===== src/rtl/swa_pkg.sv =====
package swa_pkg;

  typedef enum logic [1:0] {
    SEL_NONE = 2'd0,
    SEL_CORE = 2'd1,
    SEL_DMA  = 2'd2,
    SEL_CTL  = 2'd3
  } tgt_sel_e;

  typedef enum logic [1:0] {
    K_ERR   = 2'd0,
    K_READ  = 2'd1,
    K_WFULL = 2'd2,
    K_WPART = 2'd3
  } acc_kind_e;

  typedef struct packed {
    logic capture;
    logic fetch;
    logic commit;
    logic respond;
  } ctl_strobe_t;

endpackage


===== src/rtl/swa_ctrl.sv =====
module swa_ctrl
  import swa_pkg::*;
(
  input  logic        clk,
  input  logic        rstN,
  input  logic        hostReq,
  input  acc_kind_e   liveKind,
  input  acc_kind_e   heldKind,
  output ctl_strobe_t stb
);

  typedef enum logic [1:0] {S_IDLE, S_FETCH, S_COMMIT, S_RESP} state_e;
  state_e state, stateNext;

  always_comb begin
    stateNext = state;
    stb       = '0;
    unique case (state)
      S_IDLE: if (hostReq) begin
        stb.capture = 1'b1;
        unique case (liveKind)
          K_ERR:   stateNext = S_RESP;
          K_WFULL: stateNext = S_COMMIT;
          default: stateNext = S_FETCH;
        endcase
      end
      S_FETCH: begin
        stb.fetch = 1'b1;
        stateNext = (heldKind == K_WPART) ? S_COMMIT : S_RESP;
      end
      S_COMMIT: begin
        stb.commit = 1'b1;
        stateNext  = S_RESP;
      end
      default: begin
        stb.respond = 1'b1;
        stateNext   = S_IDLE;
      end
    endcase
  end

  always_ff @(posedge clk) begin
    if (!rstN) state <= S_IDLE;
    else       state <= stateNext;
  end


  ready_pulse_chk: assert property (@(posedge clk) disable iff (!rstN)
    stb.respond |=> !stb.respond);


  merge_order_chk: assert property (@(posedge clk) disable iff (!rstN)
    (stb.commit && heldKind == K_WPART) |-> $past(stb.fetch));

endmodule


===== src/rtl/swa_datapath.sv =====
module swa_datapath
  import swa_pkg::*;
#(
  parameter int ADDR_W    = 7,
  parameter int DATA_W    = 32,
  parameter int SIZE_W    = 3,
  parameter int IDX_W     = 4,
  parameter int CORE_END  = 'h40,
  parameter int DMA_END   = 'h60,
  parameter int CTL_OFF   = 'h70,
  parameter int MERGE_END = 'h74
) (
  input  logic              clk,
  input  logic              rstN,
  input  ctl_strobe_t       stb,
  input  logic              hostWe,
  input  logic [ADDR_W-1:0] hostAddr,
  input  logic [SIZE_W-1:0] hostSize,
  input  logic [DATA_W-1:0] hostWdata,
  input  logic [DATA_W-1:0] tgtRdata,
  output acc_kind_e         liveKind,
  output acc_kind_e         heldKind,
  output logic [DATA_W-1:0] hostRdata,
  output logic              hostErr,
  output logic              tgtRd,
  output logic              tgtWr,
  output logic [1:0]        tgtSel,
  output logic [IDX_W-1:0]  tgtIdx,
  output logic [DATA_W-1:0] tgtWdata
);

  localparam int BYTES = DATA_W / 8;
  localparam int OFF_W = $clog2(BYTES);

  function automatic acc_kind_e classify(input logic we, input logic [ADDR_W-1:0] a,
                                         input logic [SIZE_W-1:0] sz);
    int off, s;
    bit legal;
    off   = int'(a[OFF_W-1:0]);
    s     = int'(sz);
    legal = (s != 0) && ((s & (s - 1)) == 0) && (s <= BYTES) && (off + s <= BYTES);
    if (!legal)     return K_ERR;
    if (!we)        return K_READ;
    if (s == BYTES) return K_WFULL;
    return K_WPART;
  endfunction

  logic [ADDR_W-1:0] addrQ;
  logic [SIZE_W-1:0] sizeQ;
  logic              weQ, errQ;
  logic [DATA_W-1:0] wdataQ, curQ, rdataQ;
  acc_kind_e         kindQ;

  assign liveKind  = classify(hostWe, hostAddr, hostSize);
  assign heldKind  = kindQ;
  assign hostRdata = rdataQ;
  assign hostErr   = errQ;

  // region decode on the latched request
  logic [OFF_W-1:0]  offQ;
  logic [ADDR_W-1:0] alignedQ;
  tgt_sel_e          rdSel, mgSel, wrSel, fetchSel;
  logic [IDX_W-1:0]  idxCalc;

  assign offQ     = addrQ[OFF_W-1:0];
  assign alignedQ = {addrQ[ADDR_W-1:OFF_W], {OFF_W{1'b0}}};

  always_comb begin
    rdSel   = SEL_NONE;
    mgSel   = SEL_NONE;
    wrSel   = SEL_NONE;
    idxCalc = '0;
    if (int'(alignedQ) < CORE_END) begin
      rdSel = SEL_CORE; mgSel = SEL_CORE; wrSel = SEL_CORE;
      idxCalc = IDX_W'(int'(alignedQ) >> OFF_W);
    end else if (int'(alignedQ) < DMA_END) begin
      rdSel = SEL_DMA; mgSel = SEL_DMA; wrSel = SEL_DMA;
      idxCalc = IDX_W'((int'(alignedQ) - CORE_END) >> OFF_W);
    end else begin
      if (int'(addrQ) == CTL_OFF)      rdSel = SEL_CTL;
      if (int'(alignedQ) == CTL_OFF)   wrSel = SEL_CTL;
      if (int'(alignedQ) < MERGE_END)  mgSel = SEL_CTL;
    end
  end

  assign fetchSel = weQ ? mgSel : rdSel;

  // lane merge and read extraction
  logic [DATA_W-1:0] curWord, wShift, rdShift, laneWin, sizeMask, merged;

  assign curWord = (fetchSel != SEL_NONE) ? tgtRdata : '0;
  assign wShift  = wdataQ << {offQ, 3'b000};
  assign rdShift = curWord >> {offQ, 3'b000};

  for (genvar ln = 0; ln < BYTES; ln++) begin : g_lane
    assign laneWin[8*ln +: 8]  = {8{(ln >= int'(offQ)) && (ln < int'(offQ) + int'(sizeQ))}};
    assign sizeMask[8*ln +: 8] = {8{ln < int'(sizeQ)}};
    assign merged[8*ln +: 8]   = laneWin[8*ln] ? wShift[8*ln +: 8] : curQ[8*ln +: 8];
  end

  always_ff @(posedge clk) begin
    if (!rstN) begin
      addrQ <= '0; sizeQ <= '0; weQ <= 1'b0; wdataQ <= '0;
      kindQ <= K_ERR; curQ <= '0; rdataQ <= '0; errQ <= 1'b0;
    end else begin
      if (stb.capture) begin
        addrQ  <= hostAddr;
        sizeQ  <= hostSize;
        weQ    <= hostWe;
        wdataQ <= hostWdata;
        kindQ  <= liveKind;
        errQ   <= (liveKind == K_ERR);
        rdataQ <= '0;
      end
      if (stb.fetch) begin
        curQ <= curWord;
        if (!weQ) rdataQ <= rdShift & sizeMask;
      end
    end
  end

  always_comb begin
    tgtRd    = 1'b0;
    tgtWr    = 1'b0;
    tgtSel   = SEL_NONE;
    tgtIdx   = '0;
    tgtWdata = merged;
    if (stb.fetch) begin
      tgtSel = fetchSel;
      tgtIdx = idxCalc;
      tgtRd  = (fetchSel != SEL_NONE);
    end else if (stb.commit) begin
      tgtSel = wrSel;
      tgtIdx = idxCalc;
      tgtWr  = (wrSel != SEL_NONE);
    end
  end


  rdata_width_chk: assert property (@(posedge clk) disable iff (!rstN)
    (stb.respond && !weQ && !errQ && int'(sizeQ) < BYTES)
      |-> ((hostRdata >> {sizeQ, 3'b000}) == '0));

endmodule


===== src/rtl/subword_window_adapter.sv =====
module subword_window_adapter
  import swa_pkg::*;
#(
  parameter int ADDR_W = 7,
  parameter int DATA_W = 32,
  parameter int SIZE_W = 3,
  parameter int IDX_W  = 4
) (
  input  logic              clk,
  input  logic              rstN,
  input  logic              hostReq,
  input  logic              hostWe,
  input  logic [ADDR_W-1:0] hostAddr,
  input  logic [SIZE_W-1:0] hostSize,
  input  logic [DATA_W-1:0] hostWdata,
  output logic              hostReady,
  output logic [DATA_W-1:0] hostRdata,
  output logic              hostErr,
  output logic              tgtRd,
  output logic              tgtWr,
  output logic [1:0]        tgtSel,
  output logic [IDX_W-1:0]  tgtIdx,
  output logic [DATA_W-1:0] tgtWdata,
  input  logic [DATA_W-1:0] tgtRdata
);

  ctl_strobe_t stb;
  acc_kind_e   liveKind, heldKind;

  swa_ctrl ctrl_i (
    .clk(clk), .rstN(rstN), .hostReq(hostReq),
    .liveKind(liveKind), .heldKind(heldKind), .stb(stb)
  );

  swa_datapath #(
    .ADDR_W(ADDR_W), .DATA_W(DATA_W), .SIZE_W(SIZE_W), .IDX_W(IDX_W)
  ) dp_i (
    .clk(clk), .rstN(rstN), .stb(stb),
    .hostWe(hostWe), .hostAddr(hostAddr), .hostSize(hostSize), .hostWdata(hostWdata),
    .tgtRdata(tgtRdata), .liveKind(liveKind), .heldKind(heldKind),
    .hostRdata(hostRdata), .hostErr(hostErr),
    .tgtRd(tgtRd), .tgtWr(tgtWr), .tgtSel(tgtSel), .tgtIdx(tgtIdx), .tgtWdata(tgtWdata)
  );

  assign hostReady = stb.respond;


  err_quiet_chk: assert property (@(posedge clk) disable iff (!rstN)
    (hostReady && hostErr) |-> (!$past(tgtRd) && !$past(tgtWr)));


  wr_then_ready_chk: assert property (@(posedge clk) disable iff (!rstN)
    tgtWr |=> hostReady);

endmodule


===== config.mk =====
export PLATFORM = sky130hd
export DESIGN_NAME = subword_window_adapter
export DESIGN_NICKNAME = d
export VERILOG_FILES = /design/src/rtl/swa_pkg.sv /design/src/rtl/swa_ctrl.sv /design/src/rtl/swa_datapath.sv /design/src/rtl/subword_window_adapter.sv
export SDC_FILE = /design/constraint.sdc
export NUM_CORES = 1
export LEC_CHECK = 0
export ABC_CLOCK_PERIOD_IN_PS = 7100
export BUFFER_PORTS_ARGS = -buffer_cell sky130_fd_sc_hd__buf_2
export CAP_MARGIN = 20
export CORE_ASPECT_RATIO = 1.5
export CORE_MARGIN = 2
export CORE_UTILIZATION = 32
export CTS_BUF_LIST = sky130_fd_sc_hd__clkbuf_4 sky130_fd_sc_hd__clkbuf_8
export DETAILED_ROUTE_END_ITERATION = 10
export GPL_TIMING_DRIVEN = 0
export PLACE_DENSITY = 0.64
export SLEW_MARGIN = 20
export SYNTH_ARGS = -nofsm -noshare
export SYNTH_HDL_FRONTEND = slang
export SYNTH_SLANG_ARGS = --single-unit

===== constraint.sdc =====
create_clock -name clk -period 7.1 [get_ports clk]
set_clock_uncertainty 0.05 [all_clocks]
set_input_delay 0.71 -clock clk [delete_from_list [all_inputs] [get_ports clk]]
set_output_delay 0.71 -clock clk [all_outputs]
set_load 0.01 [all_outputs]

======== Yosys cells after proc, flatten, opt, wreduce, memory -nomap -nowiden ========
Cells that the tools add are included.
storage, ports and cells
  register bits after elaboration ......... 112
  input bits .............................. 78
  output and inout port bits .............. 74
  word-level logic and storage cells ...... 101
cells by class
  $add $sub $neg .......................... 4
  order comparisons ....................... 16
  eq/ne operators ......................... 8
  shifts and indexed selects .............. 2
  multiplexer cells ....................... 47
  bitwise gates (word level) .............. 2
  reductions and logical operators ........ 13
operators by type and width
  cell                 number
  $mux 32              4
  $lt 3x32->1 const A  2
  $mux 2               19
  $and 32x32->32       1
  $and 4x32->32        1
  $le 32x4->1 const B  1
  $logic_not 32->1     1
  $lt 1x32->1 const A  1
  $lt 2x32->1 const A  1
  $mux 8               4
  $shl 32x5->32        1
  $shr 32x5->32        1
  $lt 7x7->1 const B   3
  $mux 4               4
  $mux 1               14
  $add 2x3->4          2
  $eq 7x5->1 const B   1
  $eq 2x2->1 const B   3
  $logic_and 1x1->1    6
  $lt 1x3->1 const A   2
  $lt 2x3->1 const A   2
  $pmux 2 s3           1
  $sub 6x1->6 const B  1
  $eq 5x3->1 const B   1
  other kinds (12)     15

======== Logic depth before layout (Yosys ltp) ========
  word-level depth ........................ 16
  gate-level depth with buffers ........... 10
  depth with buffers taken out ............ 7

======== By module ========
Synthesis repeated with hierarchy kept, for this count alone.
unflattened totals
  cell total of the unflattened synthesis .. 584
  area, all modules ....................... 5718.0 um2
modules (own cells, without submodules)
  module        times used  cells each  area an instance (um2)  seq. area each (um2)
  swa_datapath  1           561         5531.6                  2202.1
  swa_ctrl      1           23          186.4                   40.0

======== Worst setup path before layout ========
No wires, ideal clock.
  kind .................................... register to output
  from .................................... register dp_i.addrQ[1]
  to ...................................... output tgtWdata[0]
  arrival ................................. 2845 ps
  required time ........................... 6340 ps
  path slack .............................. 3495 ps
  stages on the path, launching flop included .. 10
  path buffers ............................ 3
  cell sequence ........................... dfxtp_1 > buf_2 > buf_2 > clkbuf_1 > inv_1 > fa_1 > a211oi_2 > mux2i_4 > o31ai_4 > mux2_2
between the ends
  word-level cells in the longest chain between the ends .. 4
  elaborated cells between the ends (all ways) .. 6
  classes of those cells .................. add/sub: 1; order compare: 2; shift: 1; mux: 1; reduce/logical: 1
ends and longest elaborated chain
  element                   RTL line                      RTL
  start: declaration        swa_datapath.sv:48            logic [ADDR_W-1:0] addrQ;
  start signal: assignment  swa_datapath.sv:107           addrQ <= hostAddr;
  $add 2x3->4               swa_datapath.sv:96            assign laneWin[8*ln +: 8] = {8{(ln >= int'(offQ)) && (ln < int'(offQ) + int'(sizeQ))}};
  $lt 1x32->1               swa_datapath.sv:96
  $logic_and 1x1->1         swa_datapath.sv:96
  $mux 8 (*)                swa_datapath.sv:98            assign merged[8*ln +: 8] = laneWin[8*ln] ? wShift[8*ln +: 8] : curQ[8*ln +: 8];
  end: declaration          subword_window_adapter.sv:23  output logic [DATA_W-1:0] tgtWdata,
Mark *: on every way between the ends. The rest lies on a longest branch, timed or not.

======== Worst setup path after layout ========
  from .................................... register dp_i.addrQ[1]
  to ...................................... output tgtWdata[1]
Same word-level chain as after synthesis.

==> impl_metrics.tcl <==
set metrics [dict create \
    nets 864 \
    drt_first_iter_violations 267 \
    worst_ep_arrival_time_ns 3.95 \
    vias 5054 \
    cts_sinks 112 \
    period_share 0.663 \
    die-area_um2 18300 \
    ys_seq_area_frac 0.407 \
    yosysTopAreaCell "dfxtp_1" \
    crit_type "reg2out" \
    viasPerCell 5.09 \
    port_buffers 150 \
    syn_avg_cell_area_um2 8.96 \
    grt_usage 0.200 \
    r2r_cells 6 \
    slew_viol_final 0 \
    dp_hpwl_mm 14.8 \
    rsz0062_at_grt "false" \
    cts_setup_buffers 0 \
    synthArstFlopShare 0 \
    synth.cell_area_um2 5510 \
    min_from "dp_i.hostRdata[19]" \
    fp.dieW_um 111 \
    critPathLaunch "dp_i.addrQ[1]" \
    period_needed_ns 4.71 \
    reg2reg_to "dp_i.hostRdata[24]" \
    fp-row-count 58 \
    clkTransAtPathRegs_ns 0.12 \
    grt_pass1_vias 5008 \
    route.detailed.drc 0 \
    hold_end "dp_i.hostRdata[19]" \
    netlist_top_cells_area "dfxtp_1 (41%), nand2_1 (8.6%), a22o_1 (7.6%), a21boi_0 (6.0%), mux2i_1 (6.0%)" \
    synth-main-ff-cell "dfxtp_1" \
    ioPinCount 152 \
    gp_congestion 0.867 \
    die_y_um 165 \
    ys_ff_latch 112 \
    antenna_found_initial 1 \
    slowest_delay_ns 0.49 \
    maxCapViolations 0 \
    cts_buffers 9 \
    cpMaxStageDelayCell "fa_1" \
    p_total_uw 2040 \
    min_path_cells 2 \
    min_path_type "reg2reg" \
    wire_per_inst_um 18.5 \
    grt_max_degree 20 \
    cts-resized-gates 0 \
    setup_ws_ns 2.39 \
    htreeDepth 3 \
    ant_nets 0 \
    layout_common_cells "buf_2 (163), nand2_1 (126), dfxtp_1 (112)" \
    drt-total-wl_mm 18.3 \
    max_freq_mhz 212 \
    final_util 0.399 \
    synth-edff-count 0 \
    root_buffer "clkbuf_8" \
    grt.overflow.total 0 \
    worstPathRequired_ns 6.34 \
    mostFrequentLayoutCell "buf_2" \
    status "completed" \
    worst-path-buf-inv 5 \
    synthesis.nets 703 \
    p_leak_uw 0.00287 \
    ys_warn_count 0 \
    area_growth_pct 21.8 \
    synth_top_area_frac 0.407 \
    core_area_um2 16800 \
    drt-pass1-iter-count 4 \
    cp_max_fo 10 \
    setup-tns-final_ns 0 \
    crit_path_end_kind "primary output" \
    clock_latency_ns 0.38 \
    regToRegSetupSlack_ns 4.93 \
    place_ws_ns 2.79 \
    r2r-start "ctrl_i.state[1]" \
    setup.worst_path.start_class "flop" \
    start_util 0.327 \
    drive_above_1_share 0.277 \
    setup_viol 0 \
    cts_tree "built" \
    ir_drop_mv 0.119 \
    fillers 1770 \
    synth.distinct_cells 50 \
    worst_path_most_repeated_cell "buf_2" \
    critPathTopFamily "buffers and inverters" \
    power.density_nw_per_um2 304 \
    clock_path_buffers 2 \
    path_cells "buf_2 -> buf_2 -> clkbuf_1 -> inv_1 -> fa_1 -> a211oi_2 -> mux2i_4 -> o31ai_4 -> mux2_2 -> buf_2" \
    synthCells 615 \
    holdBufCountCts 0 \
    hold_ws_ns 0.402 \
    maxSlewHeadroom 0.394 \
    hold_viol 0 \
    worstMarginPinSlew_ns 0.902 \
    grt_pass1_wl_mm 28.3 \
]
report_power, final:
group	switching (uW)	leakage [uW]	total, uW	internal (uW)
Sequential	78.7	0.000912	805	726
Clock	234	0.0000990	377	142
Combinational	521	0.00186	858	337
sequential cells by signal, indices dropped and copies added (netlist names):
register / flops
dp_i.hostRdata: 32
dp_i.wdataQ: 32
dp_i.heldKind: 2
ctrl_i.state: 2
dp_i.weQ: 1
dp_i.curQ: 32
dp_i.addrQ: 7
dp_i.sizeQ: 3
dp_i.hostErr: 1
synth_stat cells, types with 5 or more instances:
| master | n |
|---|---|
| o21ai_1 | 8 |
| a211oi_1 | 9 |
| nand3_1 | 5 |
| nor2_1 | 15 |
| nand2_1 | 126 |
| o21ai_0 | 20 |
| a22o_1 | 48 |
| a21boi_0 | 44 |
| nor2b_1 | 23 |
| ha_1 | 8 |
| inv_1 | 12 |
| clkbuf_1 | 31 |
| a211o_1 | 8 |
| mux2_2 | 24 |
| a32o_1 | 8 |
| buf_2 | 13 |
| dfxtp_1 | 112 |
| a21oi_1 | 19 |
| mux2i_1 | 33 |
area by class of cell:
class | count | area, um2 | area share
diodes | 1 | 2.50 | 0.000373
plain buffers | 46 | 189 | 0.0281
clock buffers | 10 | 138 | 0.0205
clock inverters | 6 | 47.5 | 0.00708
inverters | 12 | 45.0 | 0.00671
multi-input cells | 445 | 3040 | 0.452
flip-flops and latches | 112 | 2240 | 0.334
well taps | 210 | 263 | 0.0391
repair buffers | 150 | 751 | 0.112
worst max-delay path by stage:
stage                        to  slack, ns  cells after the start
floorplan           tgtWdata[0]       3.49                      9
global placement    tgtWdata[5]       2.81                     10
detailed placement  tgtWdata[1]       2.79                     10
CTS                 tgtWdata[1]       2.37                     10
global route        tgtWdata[1]       2.21                     10
finish              tgtWdata[1]       2.39                     10
through the flow:
stage | std cells | instance area [um2]
finish | 992 | 6710
global route | 992 | 6710
CTS | 991 | 6710
detailed placement | 975 | 6530
global placement | 975 | 6530
floorplan | 615 | 5510
worst reg2reg max path, delay by kind of cell (launching register included):
kind	cells	cell delay, ns
simple gates	2	0.99
flops	1	0.35
fa+ha+maj	1	0.17
compound gates	1	0.26
buf+inv	2	0.31
routing by layer:
| metal | share of wire | up-vias | global-route usage |
|---|---|---|---|
| met5 | 0 | - | 0 |
| met4 | 0.031 | 0 | 0.0859 |
| met3 | 0.052 | 34 | 0.0327 |
| met2 | 0.50 | 162 | 0.362 |
| met1 | 0.41 | 2350 | 0.235 |
| li1 | - | 2508 | - |
cells by family (layout without fill, tap and decap cells):
| group | Yosys count | after routing | share of synthesized area |
|---|---|---|---|
| buffers and inverters | 58 | 224 | 0.0425 |
| adders and majority gates | 10 | 10 | 0.0254 |
| other | 0 | 1 | 0 |
| DFF | 112 | 112 | 0.407 |
| muxes | 58 | 58 | 0.113 |
| xor gates and xnor gates | 1 | 1 | 0.00159 |
| AOI/OAI and AO/OA | 183 | 183 | 0.251 |
| and+or+nand+nor | 193 | 193 | 0.160 |
Power figures use the tool's default switching activity.
